**src/rtl/ftmr_pkg.sv**
```systemverilog
package ftmr_pkg;
  localparam int BUS_W   = 8;
  localparam int ADDR_W  = 4;
  localparam int NUM_CAP = 4;
  localparam int REG_W   = 16;
  localparam int NUM_FLG = 7;

  localparam logic [ADDR_W-1:0] OFS_STAT  = 4'd0;
  localparam logic [ADDR_W-1:0] OFS_IEN   = 4'd1;
  localparam logic [ADDR_W-1:0] OFS_MODE  = 4'd2;
  localparam logic [ADDR_W-1:0] OFS_CMPAH = 4'd3;
  localparam logic [ADDR_W-1:0] OFS_CMPAL = 4'd4;
  localparam logic [ADDR_W-1:0] OFS_CMPBH = 4'd5;
  localparam logic [ADDR_W-1:0] OFS_CMPBL = 4'd6;

  // control -> datapath
  typedef struct packed {
    logic             cmpAHiWr;
    logic             cmpALoWr;
    logic             cmpBHiWr;
    logic             cmpBLoWr;
    logic [BUS_W-1:0] wrByte;
    logic             clrOnA;
    logic [1:0]       bufOn;   // [1]: A buffers into C, [0]: B buffers into D
  } tmrStrobes_t;

  // datapath -> control, packed to line up with status bits 7..1
  typedef struct packed {
    logic [NUM_CAP-1:0] cap;   // [3]=A .. [0]=D
    logic [1:0]         cmp;   // [1]=A, [0]=B
    logic               ovf;
  } tmrEvents_t;
endpackage

```
**src/rtl/ftmr_dpath.sv**
```systemverilog
module ftmr_dpath
  import ftmr_pkg::*;
#(
  parameter int CNT_W = 16
) (
  input  logic                         clk,
  input  logic                         rstN,
  input  logic                         tickEn,
  input  logic [NUM_CAP-1:0]           capIn,
  input  tmrStrobes_t                  strb,
  output tmrEvents_t                   ev,
  output logic [CNT_W-1:0]             cntQ,
  output logic [REG_W-1:0]             cmpAQ,
  output logic [REG_W-1:0]             cmpBQ,
  output logic [NUM_CAP-1:0][REG_W-1:0] capVal
);
  localparam logic [CNT_W-1:0] CNT_MAX = '1;
  localparam int NUM_PAIR = NUM_CAP / 2;

  logic [NUM_CAP-1:0] syncA, syncB, syncC;
  logic [NUM_CAP-1:0] edgeDet;
  logic [REG_W-1:0]   cntWide;
  logic               matchA, matchB, wrapClr;

  assign cntWide = REG_W'(cntQ);
  assign matchA  = (cntQ == cmpAQ[CNT_W-1:0]);
  assign matchB  = (cntQ == cmpBQ[CNT_W-1:0]);
  assign wrapClr = strb.clrOnA && matchA;

  // input synchronizers and rising-edge detect, one chain per channel
  for (genvar ch = 0; ch < NUM_CAP; ch++) begin : g_sync
    always_ff @(posedge clk or negedge rstN) begin
      if (!rstN) begin
        syncA[ch] <= 1'b0;
        syncB[ch] <= 1'b0;
        syncC[ch] <= 1'b0;
      end else begin
        syncA[ch] <= capIn[ch];
        syncB[ch] <= syncA[ch];
        syncC[ch] <= syncB[ch];
      end
    end
    assign edgeDet[ch] = syncB[ch] & ~syncC[ch];
  end

  // counter
  always_ff @(posedge clk or negedge rstN) begin
    if (!rstN)
      cntQ <= '0;
    else if (tickEn)
      cntQ <= wrapClr ? '0 : cntQ + 1'b1;
  end

  // compare registers
  always_ff @(posedge clk or negedge rstN) begin
    if (!rstN) begin
      cmpAQ <= '1;
      cmpBQ <= '1;
    end else begin
      if (strb.cmpAHiWr) cmpAQ[15:8] <= strb.wrByte;
      if (strb.cmpALoWr) cmpAQ[7:0]  <= strb.wrByte;
      if (strb.cmpBHiWr) cmpBQ[15:8] <= strb.wrByte;
      if (strb.cmpBLoWr) cmpBQ[7:0]  <= strb.wrByte;
    end
  end

  // capture pairs: lead channel (A or B) and its optional buffer (C or D)
  for (genvar k = 0; k < NUM_PAIR; k++) begin : g_pair
    logic [REG_W-1:0] leadQ, folQ;
    always_ff @(posedge clk or negedge rstN) begin
      if (!rstN) begin
        leadQ <= '0;
        folQ  <= '0;
      end else begin
        if (edgeDet[k+NUM_PAIR]) begin
          leadQ <= cntWide;
          if (strb.bufOn[k]) folQ <= leadQ;
        end
        if (edgeDet[k] && !strb.bufOn[k]) folQ <= cntWide;
      end
    end
    assign capVal[k+NUM_PAIR] = leadQ;
    assign capVal[k]          = folQ;
  end

  assign ev.cap = edgeDet & ~{{NUM_PAIR{1'b0}}, strb.bufOn};
  assign ev.cmp = {tickEn & matchA, tickEn & matchB};
  assign ev.ovf = tickEn & (cntQ == CNT_MAX) & ~wrapClr;
endmodule

```
**src/rtl/ftmr_ctrl.sv**
```systemverilog
module ftmr_ctrl
  import ftmr_pkg::*;
(
  input  logic                          clk,
  input  logic                          rstN,
  input  logic                          standby,
  input  logic [ADDR_W-1:0]             addr,
  input  logic                          rdEn,
  input  logic                          wrEn,
  input  logic [BUS_W-1:0]              wrData,
  output logic [BUS_W-1:0]              rdData,
  input  tmrEvents_t                    ev,
  input  logic [REG_W-1:0]              cmpAQ,
  input  logic [REG_W-1:0]              cmpBQ,
  input  logic [NUM_CAP-1:0][REG_W-1:0] capVal,
  output tmrStrobes_t                   strb,
  output logic [BUS_W-1:0]              statQ,
  output logic [NUM_FLG-1:0]            armedQ,
  output logic [NUM_FLG-1:0]            irqReq
);
  logic [NUM_FLG-1:0] ienQ;
  logic [1:0]         modeQ;
  logic [NUM_FLG-1:0] evBits, clrMask;
  logic               wrStat, rdStat;
  logic [1:0]         capSel;
  logic [REG_W-1:0]   capWord;

  assign evBits  = ev;
  assign wrStat  = wrEn && (addr == OFS_STAT);
  assign rdStat  = rdEn && (addr == OFS_STAT);
  assign clrMask = wrStat ? (armedQ & ~wrData[7:1]) : '0;

  // status flags, clear-permission latches
  always_ff @(posedge clk or negedge rstN) begin
    if (!rstN) begin
      statQ  <= '0;
      armedQ <= '0;
    end else if (standby) begin
      statQ  <= '0;
      armedQ <= '0;
    end else begin
      statQ[7:1] <= (statQ[7:1] & ~clrMask) | evBits;
      if (wrStat) statQ[0] <= wrData[0];
      if (wrStat)      armedQ <= '0;
      else if (rdStat) armedQ <= armedQ | statQ[7:1];
    end
  end

  // enables and capture mode
  always_ff @(posedge clk or negedge rstN) begin
    if (!rstN) begin
      ienQ  <= '0;
      modeQ <= '0;
    end else if (wrEn) begin
      if (addr == OFS_IEN)  ienQ  <= wrData[7:1];
      if (addr == OFS_MODE) modeQ <= wrData[1:0];
    end
  end

  always_comb begin
    strb          = '0;
    strb.wrByte   = wrData;
    strb.clrOnA   = statQ[0];
    strb.bufOn    = {modeQ[0], modeQ[1]};
    strb.cmpAHiWr = wrEn && (addr == OFS_CMPAH);
    strb.cmpALoWr = wrEn && (addr == OFS_CMPAL);
    strb.cmpBHiWr = wrEn && (addr == OFS_CMPBH);
    strb.cmpBLoWr = wrEn && (addr == OFS_CMPBL);
  end

  // capture window: offset 8+2j high, 9+2j low, j=0 is channel A (index 3)
  assign capSel  = ~addr[2:1];
  assign capWord = capVal[capSel];

  always_comb begin
    rdData = '0;
    if (addr[3]) begin
      rdData = addr[0] ? capWord[7:0] : capWord[15:8];
    end else begin
      case (addr)
        OFS_STAT:  rdData = statQ;
        OFS_IEN:   rdData = {ienQ, 1'b0};
        OFS_MODE:  rdData = {6'b0, modeQ};
        OFS_CMPAH: rdData = cmpAQ[15:8];
        OFS_CMPAL: rdData = cmpAQ[7:0];
        OFS_CMPBH: rdData = cmpBQ[15:8];
        OFS_CMPBL: rdData = cmpBQ[7:0];
        default:   rdData = '0;
      endcase
    end
  end

  assign irqReq = statQ[7:1] & ienQ;
endmodule

```
**src/rtl/ftmr_top.sv**
```systemverilog
module ftmr_top
  import ftmr_pkg::*;
#(
  parameter int CNT_W = 16
) (
  input  logic                  clk,
  input  logic                  rstN,
  input  logic                  standby,
  input  logic                  tickEn,
  input  logic [NUM_CAP-1:0]    capIn,
  input  logic [ADDR_W-1:0]     busAddr,
  input  logic                  busRd,
  input  logic                  busWr,
  input  logic [BUS_W-1:0]      busWrData,
  output logic [BUS_W-1:0]      busRdData,
  output logic [NUM_FLG-1:0]    irqReq
);
  tmrStrobes_t                   strbSig;
  tmrEvents_t                    evSig;
  logic [CNT_W-1:0]              cntQ;
  logic [REG_W-1:0]              cmpAQ, cmpBQ;
  logic [NUM_CAP-1:0][REG_W-1:0] capVal;
  logic [BUS_W-1:0]              statQ;
  logic [NUM_FLG-1:0]            armedQ;

  ftmr_dpath #(.CNT_W(CNT_W)) u_dpath (
    .clk    (clk),
    .rstN   (rstN),
    .tickEn (tickEn),
    .capIn  (capIn),
    .strb   (strbSig),
    .ev     (evSig),
    .cntQ   (cntQ),
    .cmpAQ  (cmpAQ),
    .cmpBQ  (cmpBQ),
    .capVal (capVal)
  );

  ftmr_ctrl u_ctrl (
    .clk     (clk),
    .rstN    (rstN),
    .standby (standby),
    .addr    (busAddr),
    .rdEn    (busRd),
    .wrEn    (busWr),
    .wrData  (busWrData),
    .rdData  (busRdData),
    .ev      (evSig),
    .cmpAQ   (cmpAQ),
    .cmpBQ   (cmpBQ),
    .capVal  (capVal),
    .strb    (strbSig),
    .statQ   (statQ),
    .armedQ  (armedQ),
    .irqReq  (irqReq)
  );
endmodule

```
**config.mk**
```make
export PLATFORM = sky130hd
export DESIGN_NAME = ftmr_top
export DESIGN_NICKNAME = d
export VERILOG_FILES = /design/src/rtl/ftmr_pkg.sv /design/src/rtl/ftmr_dpath.sv /design/src/rtl/ftmr_ctrl.sv /design/src/rtl/ftmr_top.sv
export SDC_FILE = /design/constraint.sdc
export NUM_CORES = 1
export LEC_CHECK = 0
export ABC_AREA = 1
export BUFFER_PORTS_ARGS = -buffer_cell sky130_fd_sc_hd__buf_2
export CAP_MARGIN = 0
export CORE_ASPECT_RATIO = 0.7
export CORE_MARGIN = 2
export CORE_UTILIZATION = 35
export CTS_CLUSTER_DIAMETER = 60
export DETAILED_ROUTE_END_ITERATION = 10
export SLEW_MARGIN = 15
export SYNTH_ARGS = -nofsm -noshare
export SYNTH_HDL_FRONTEND = slang
export SYNTH_HIERARCHICAL = 1
export SYNTH_SLANG_ARGS = --single-unit
```
**constraint.sdc**
```tcl
create_clock -name clk -period 1.6 [get_ports clk]
set_input_delay 0.24 -clock clk [delete_from_list [all_inputs] [get_ports clk]]
set_output_delay 0.24 -clock clk [all_outputs]
set_load 0.01 [all_outputs]
```
**After elaboration in Yosys (flattened, before gate mapping)**

Cells that the tools add are included.

- Add/subtract/negate cells: 1
- Multiply operators: 0
- Divide/modulo/power cells: 0
- $lt $le $gt $ge: 1
- Equality and inequality tests: 9
- Shifts and indexed selects: 0
- Multiplexer cells: 18
- Bitwise logic cells: 23
- Reduce and logical (&&, ||, !) cells: 22

Operators by type and width:

| kind | count |
|---|---|
| $mux 16 | 8 |
| $pmux 8 s7 | 1 |
| $bmux 16 s2 | 1 |
| $eq 16x16->1 | 2 |
| $mux 7 | 4 |
| $mux 8 | 3 |
| $and 7x7->7 | 3 |
| $add 16x1->16 const B | 1 |
| $eq 16x16->1 const B | 1 |
| $not 7->7 | 2 |
| $or 7x7->7 | 2 |
| $eq 4x3->1 const B | 3 |
| $reduce_bool 2->1 | 5 |
| $logic_and 1x1->1 | 9 |
| $and 1x1->1 | 8 |
| $eq 4x2->1 const B | 2 |
| $reduce_and 2->1 | 4 |
| $not 1->1 | 5 |
| $and 4x4->4 | 1 |
| $eq 4x1->1 const B | 1 |
| $logic_not 4->1 | 1 |
| $not 2->4 | 1 |
| $lt 2x3->1 const B | 1 |
| $reduce_bool 3->1 | 1 |
| other kinds (3) | 4 |

- Register bits: 148
- Latch bits: 0
- RAM bits: 0
- Bits in read-only memories: 0
- Bits of input ports: 22
- Output and inout bits: 15
- Logic and storage cells: 100
- Memories kept: 0

**Longest topological paths before layout**

- Depth after elaboration: 7
- Depth in mapped cells: 12

**Hierarchy**

Netlist, hierarchy kept.

By module, submodules not included:

| module | instances | cells an instance | area an instance (µm²) |
|---|---|---|---|
| ftmr_dpath | 1 | 678 | 5594.1 |
| ftmr_ctrl | 1 | 416 | 2351.0 |

**Least setup slack after synthesis**

OpenSTA, ideal clock, no wires.

- Path kind: in2reg
- Start: in busAddr[2]
- End: reg u_dpath.cmpAQ[12]
- Library setup time: 0.079 ns
- Arrival time: 1.575 ns
- Data required time: 1.521 ns
- Slack: -0.054 ns
- Cell stages on the path: 6
- Path buffers: 3
- Path through: buf_4 clkbuf_1 nor4_1 clkbuf_1 nand2_1 o21ai_0

RTL lines:

| item | RTL line | RTL |
|---|---|---|
| start: declaration | ftmr_top.sv:11 | `input logic [ADDR_W-1:0] busAddr,` |
| end signal: assignment | ftmr_dpath.sv:60 | `if (strb.cmpAHiWr) cmpAQ[15:8] <= strb.wrByte;` |
| end: declaration | ftmr_dpath.sv:13 | `output logic [REG_W-1:0] cmpAQ,` |

**Worst setup path in the final report**

- Start: reg u_dpath.cmpAQ[9]
- End: reg u_dpath.cntQ[11]

- Cells in the longest elaborated chain, start to end: 3

Ends and longest elaborated chain:

| item | RTL line | RTL |
|---|---|---|
| $eq 16x16->1 | ftmr_dpath.sv:26 | `assign matchA = (cntQ == cmpAQ[CNT_W-1:0]);` |
| $logic_and 1x1->1 | ftmr_dpath.sv:28 | `assign wrapClr = strb.clrOnA && matchA;` |
| $mux 16 | ftmr_dpath.sv:51 | `cntQ <= wrapClr ? '0 : cntQ + 1'b1;` |
| end signal: assignment | ftmr_dpath.sv:51 |  |
| end: declaration | ftmr_dpath.sv:12 | `output logic [CNT_W-1:0] cntQ,` |

Every way passes these cells.
A chain may end at the register's enable or synchronous reset.

==> results.txt <==
The total clock buffers created by CTS came out at 17. The final reports fail on setup timing. The H-tree level count came out at 4. The worst hold path begins at busWrData[3]. The source-to-sink clock delay at the later pin of the worst-skew pair came out at around 430 ps. The placed standard-cell area is roughly 0.009 mm². The ratio of routed vias to standard cells came out at roughly 5.1. The measured slew at the worst slew-check pin is 479 ps. The commonest cells after synthesis are nand2_1 (373), o21ai_0 (119), dfrtp_1 (116), inv_1 (115), nand3_1 (94). For hold timing, the worst endpoint is u_dpath/cmpAQ[11]$_DFFE_PN1P_. The global-route usage over all layers came out at a little under a quarter.

In the synthesized netlist the dominant register cell turns out to be dfrtp_1. The number of hold-slack violations in the final timing report is 0. The antenna violation net count after detailed routing came out at 0. The maximum clock rate came out at 558 MHz.

The maximum fanout count along the critical path came out at 7. The worst hold path was traced through 3 stages. The number of global-route vias before repair is 7213.

The cell sitting at the root of the clock tree is a clkbuf_16. The startpoint identified for the worst register-to-register timing path is u_dpath/cmpAQ[9]$_DFFE_PN1P_. The layout-stage area growth over the synthesis result came out at 30.0%.

The worst slew margin relative to its limit is between 60% and 70%. The data required time at the worst endpoint is about 1900 ps. The count of nets after finishing came out at 1244. After layout, the worst setup slack is -191 ps. The aggregate routed wire length came out at 26800 µm.

The pin count of the biggest net entering global routing is 39. The number of max-cap violations is 0. The total nets after synthesis came out at 1117. The worst IR drop on VDD came out at 1.02 mV.

For this design the static power due to leakage is 5.10 nW. The die width is 184 µm. The summed instance area of the synthesized netlist came out at 0.00795 mm². The clock sink count is approximately 150. STA classifies the critical path startpoint as a flop. The leading area contributor after synthesis is dfrtp_1. The CTS tree is built. The clock transition at the registers of the reported paths came out at 60 ps. The maximum clock skew at final layout came out at 9.26 ps. The startpoint-to-endpoint class of the critical path is flop to flop. The share of final-layout standard cells stronger than drive strength 1 came out at 28.6%. The power per cell area is approximately 1300 mW/mm².

The part of the cycle the worst path needs is 112%. The worst hold path belongs to the class primary input to flop. Setup violations remaining at the end of the flow were counted as 26. In this run the standard cell core region covers ~0.022 mm². The detailed placer's ending HPWL came out at 19100 µm. The synthesized design contains 148 register bits. After synthesis, the cell types taking the most area are dfrtp_1 (37%), nand2_1 (18%), dfstp_2 (11%), o21ai_0 (7.5%), nand3_1 (5.9%). The endpoint identified for the worst register-to-register timing path is u_dpath/cntQ[11]$_DFFE_PN0P_.

Synthesis handed over a netlist of around 1100 instances. The weighted congestion at the end of routability-driven global placement came out at 0.921. The max-slew violation count is 0.

By instance count, the leading cell after synthesis is nand2_1. The area share of the largest cell type after synthesis came out at 36.5%. The total die area came out at 0.0239 mm². The via count of the routed design is ~7800.

The maximum buffer depth of the clock tree is 2. The iteration count of the initial detailed-routing pass is 5. The total grt overflow is 0. The worst setup path is captured at a flop. The global-route wire length before repair came out at between 40000 and 50000 µm.

The cell count of the worst reg-to-reg path came out at 10. Dividing the synthesized area by the synthesized cell count gives 7.26 µm². The arrival time at the worst endpoint came out at approximately 2100 ps. The count of routing violations after the opening detailed-route iteration came out at 857.

The number of enable-type register cells in the synthesized netlist is 0. The share of synthesized registers carrying an async set or reset is 100%. Tracing the worst setup path back leads to its startpoint at u_dpath/cmpAQ[9]$_DFFE_PN1P_. The starting density of the core came out at 35.4%. The count of fill cells added during filler insertion is 2213. The number of diodes added for antenna fixing came out at 0. The final routed DRC violation total came out at 0. The count of standard-cell rows came out at between 40 and 50. Setup repair after global routing could not meet its margin everywhere. Sequential cells were found to cover 47.1% of the synthesized design area. The total power came out at 13.9 mW. The cell area after layout is 0.0103 mm². The final critical path time including I/O delays and setup is 1790 ps. Across all hold checks on the routed design, the worst slack comes to 93.7 ps. The number of top-level pins is 37. The flow ran to the end, but the final reports show violations.

For flop-to-flop paths, the worst setup slack is -190 ps. The netlist uses 30 different library cells. During synthesis, Yosys emitted a total of 6 warnings. The initial antenna violation count is 0. During placement, the flow inserted port buffers numbering 36. The average detailed-routed wire length per instance came out at 17.6 µm. The die boundary height is 130 µm.
layout by cell type, fill, tap and decap left out, types with 3 or more instances in the layout:
cell	n
nor3_1	4
a21oi_2	4
nor2_2	17
buf_4	108
dfrtp_2	12
o21ai_0	119
inv_2	23
o22ai_1	8
nor2_4	11
nand3_2	25
buf_12	13
nor3_2	5
dfstp_2	32
buf_6	12
nor3_4	3
buf_2	33
o21ai_1	7
clkinv_4	3
a21oi_1	34
mux2_2	3
clkinvlp_4	6
nor2_1	53
nand2_1	358
xor2_1	8
clkbuf_16	18
nand2_2	13
inv_1	102
dlygate4sd3_1	5
nand3_1	72
dfrtp_1	104
final cells by class:
type / count / area (µm²) / share of cell area (%)
tap: 288 / 360 / 3.49
inverter: 127 / 483 / 4.68
timing repair buffer: 172 / 1450 / 14.0
multi-input combinational: 755 / 3700 / 35.8
clock inverter: 12 / 134 / 1.30
sequential: 148 / 3760 / 36.4
clock buffer: 20 / 447 / 4.33
worst max path at each step:
stage                     slack [ps]  cells past startpoint                           end
after floorplan                   30                      9  u_dpath/cmpAQ[6]$_DFFE_PN1P_
after global placement          -260                     10                  busRdData[2]
after detailed placement        -290                     10                  busRdData[2]
after CTS                       -240                      7                  busRdData[2]
after global routing            -230                     11  u_dpath/cntQ[13]$_DFFE_PN0P_
final                           -190                     10  u_dpath/cntQ[11]$_DFFE_PN0P_
worst max-delay path, cell delays in order (launching register included):
cell and delay (ps):
dfstp_2 570, inv_1 60, nand2_1 50, nand2_1 70, nor2_1 130, nand2_1 100
nor2_2 150, nand3_2 120, nor2_4 180, clkbuf_16 200, nor2_4 30
sequential cells by signal, summed over array words and instances (netlist names):
signal,flops
u_dpath/syncC,4
u_dpath/cmpBQ,16
u_dpath/syncA,4
u_dpath/cmpAQ,16
u_dpath/syncB,4
u_ctrl/ienQ,7
u_ctrl/statQ,8
u_dpath/g_pair.leadQ,32
u_dpath/g_pair.folQ,32
u_ctrl/modeQ,2
u_ctrl/armedQ,7
u_dpath/cntQ,16
report_power, final:
| group | leakage (nW) | total, mW | switching [mW] | internal, mW |
|---|---|---|---|---|
| Clock | 0.268 | 3.99 | 1.66 | 2.34 |
| Combinational | 3.15 | 4.31 | 2.49 | 1.82 |
| Sequential | 1.69 | 5.59 | 0.826 | 4.76 |
cell families (layout without fill, tap and decap cells):
kind of cell,count (synthesis),count (layout),synth area share [%]
flip-flops,148,148,47.1
buffers and inverters,191,331,10.5
XOR/XNOR,9,9,0.992
adder cells (fa/ha/maj),1,1,0.157
AO/OA/AOI/OAI,175,175,11.2
AND/OR/NAND/NOR,567,567,29.6
multiplexers,3,3,0.425
metrics by stage:
stage / TNS, ps / setup WS [ps] / std cells / utilization, %
2_1_floorplan: 0 / 27.0 / 1094 / -
3_3_place_gp: -928 / -257 / 1469 / 40.8
3_5_place_dp: -1460 / -293 / 1469 / 40.8
4_1_cts: -2890 / -237 / 1514 / 44.7
5_1_grt: -4870 / -227 / 1522 / 46.0
6_report: -3730 / -191 / 1522 / 46.0
layer usage:
layer	up-vias	routed length (µm)	global-route usage, %
li1	3700	-	-
met1	3690	12900	36.1
met2	369	10600	32.1
met3	27	2910	5.08
met4	0	371	6.21
met5	-	0	0
timing repair:
| item | CTS | global route |
|---|---|---|
| endpoints found under the hold margin | 62 | 0 |
| setup endpoints to repair | 23 | 32 |
| gates resized for setup | 55 | 65 |
| buffers inserted | 12 | 11 |
| gates cloned | 1 | 0 |
| hold buffers | 5 | 0 |
| pin swaps | 30 | 28 |
Power figures use the tool's default switching activity.
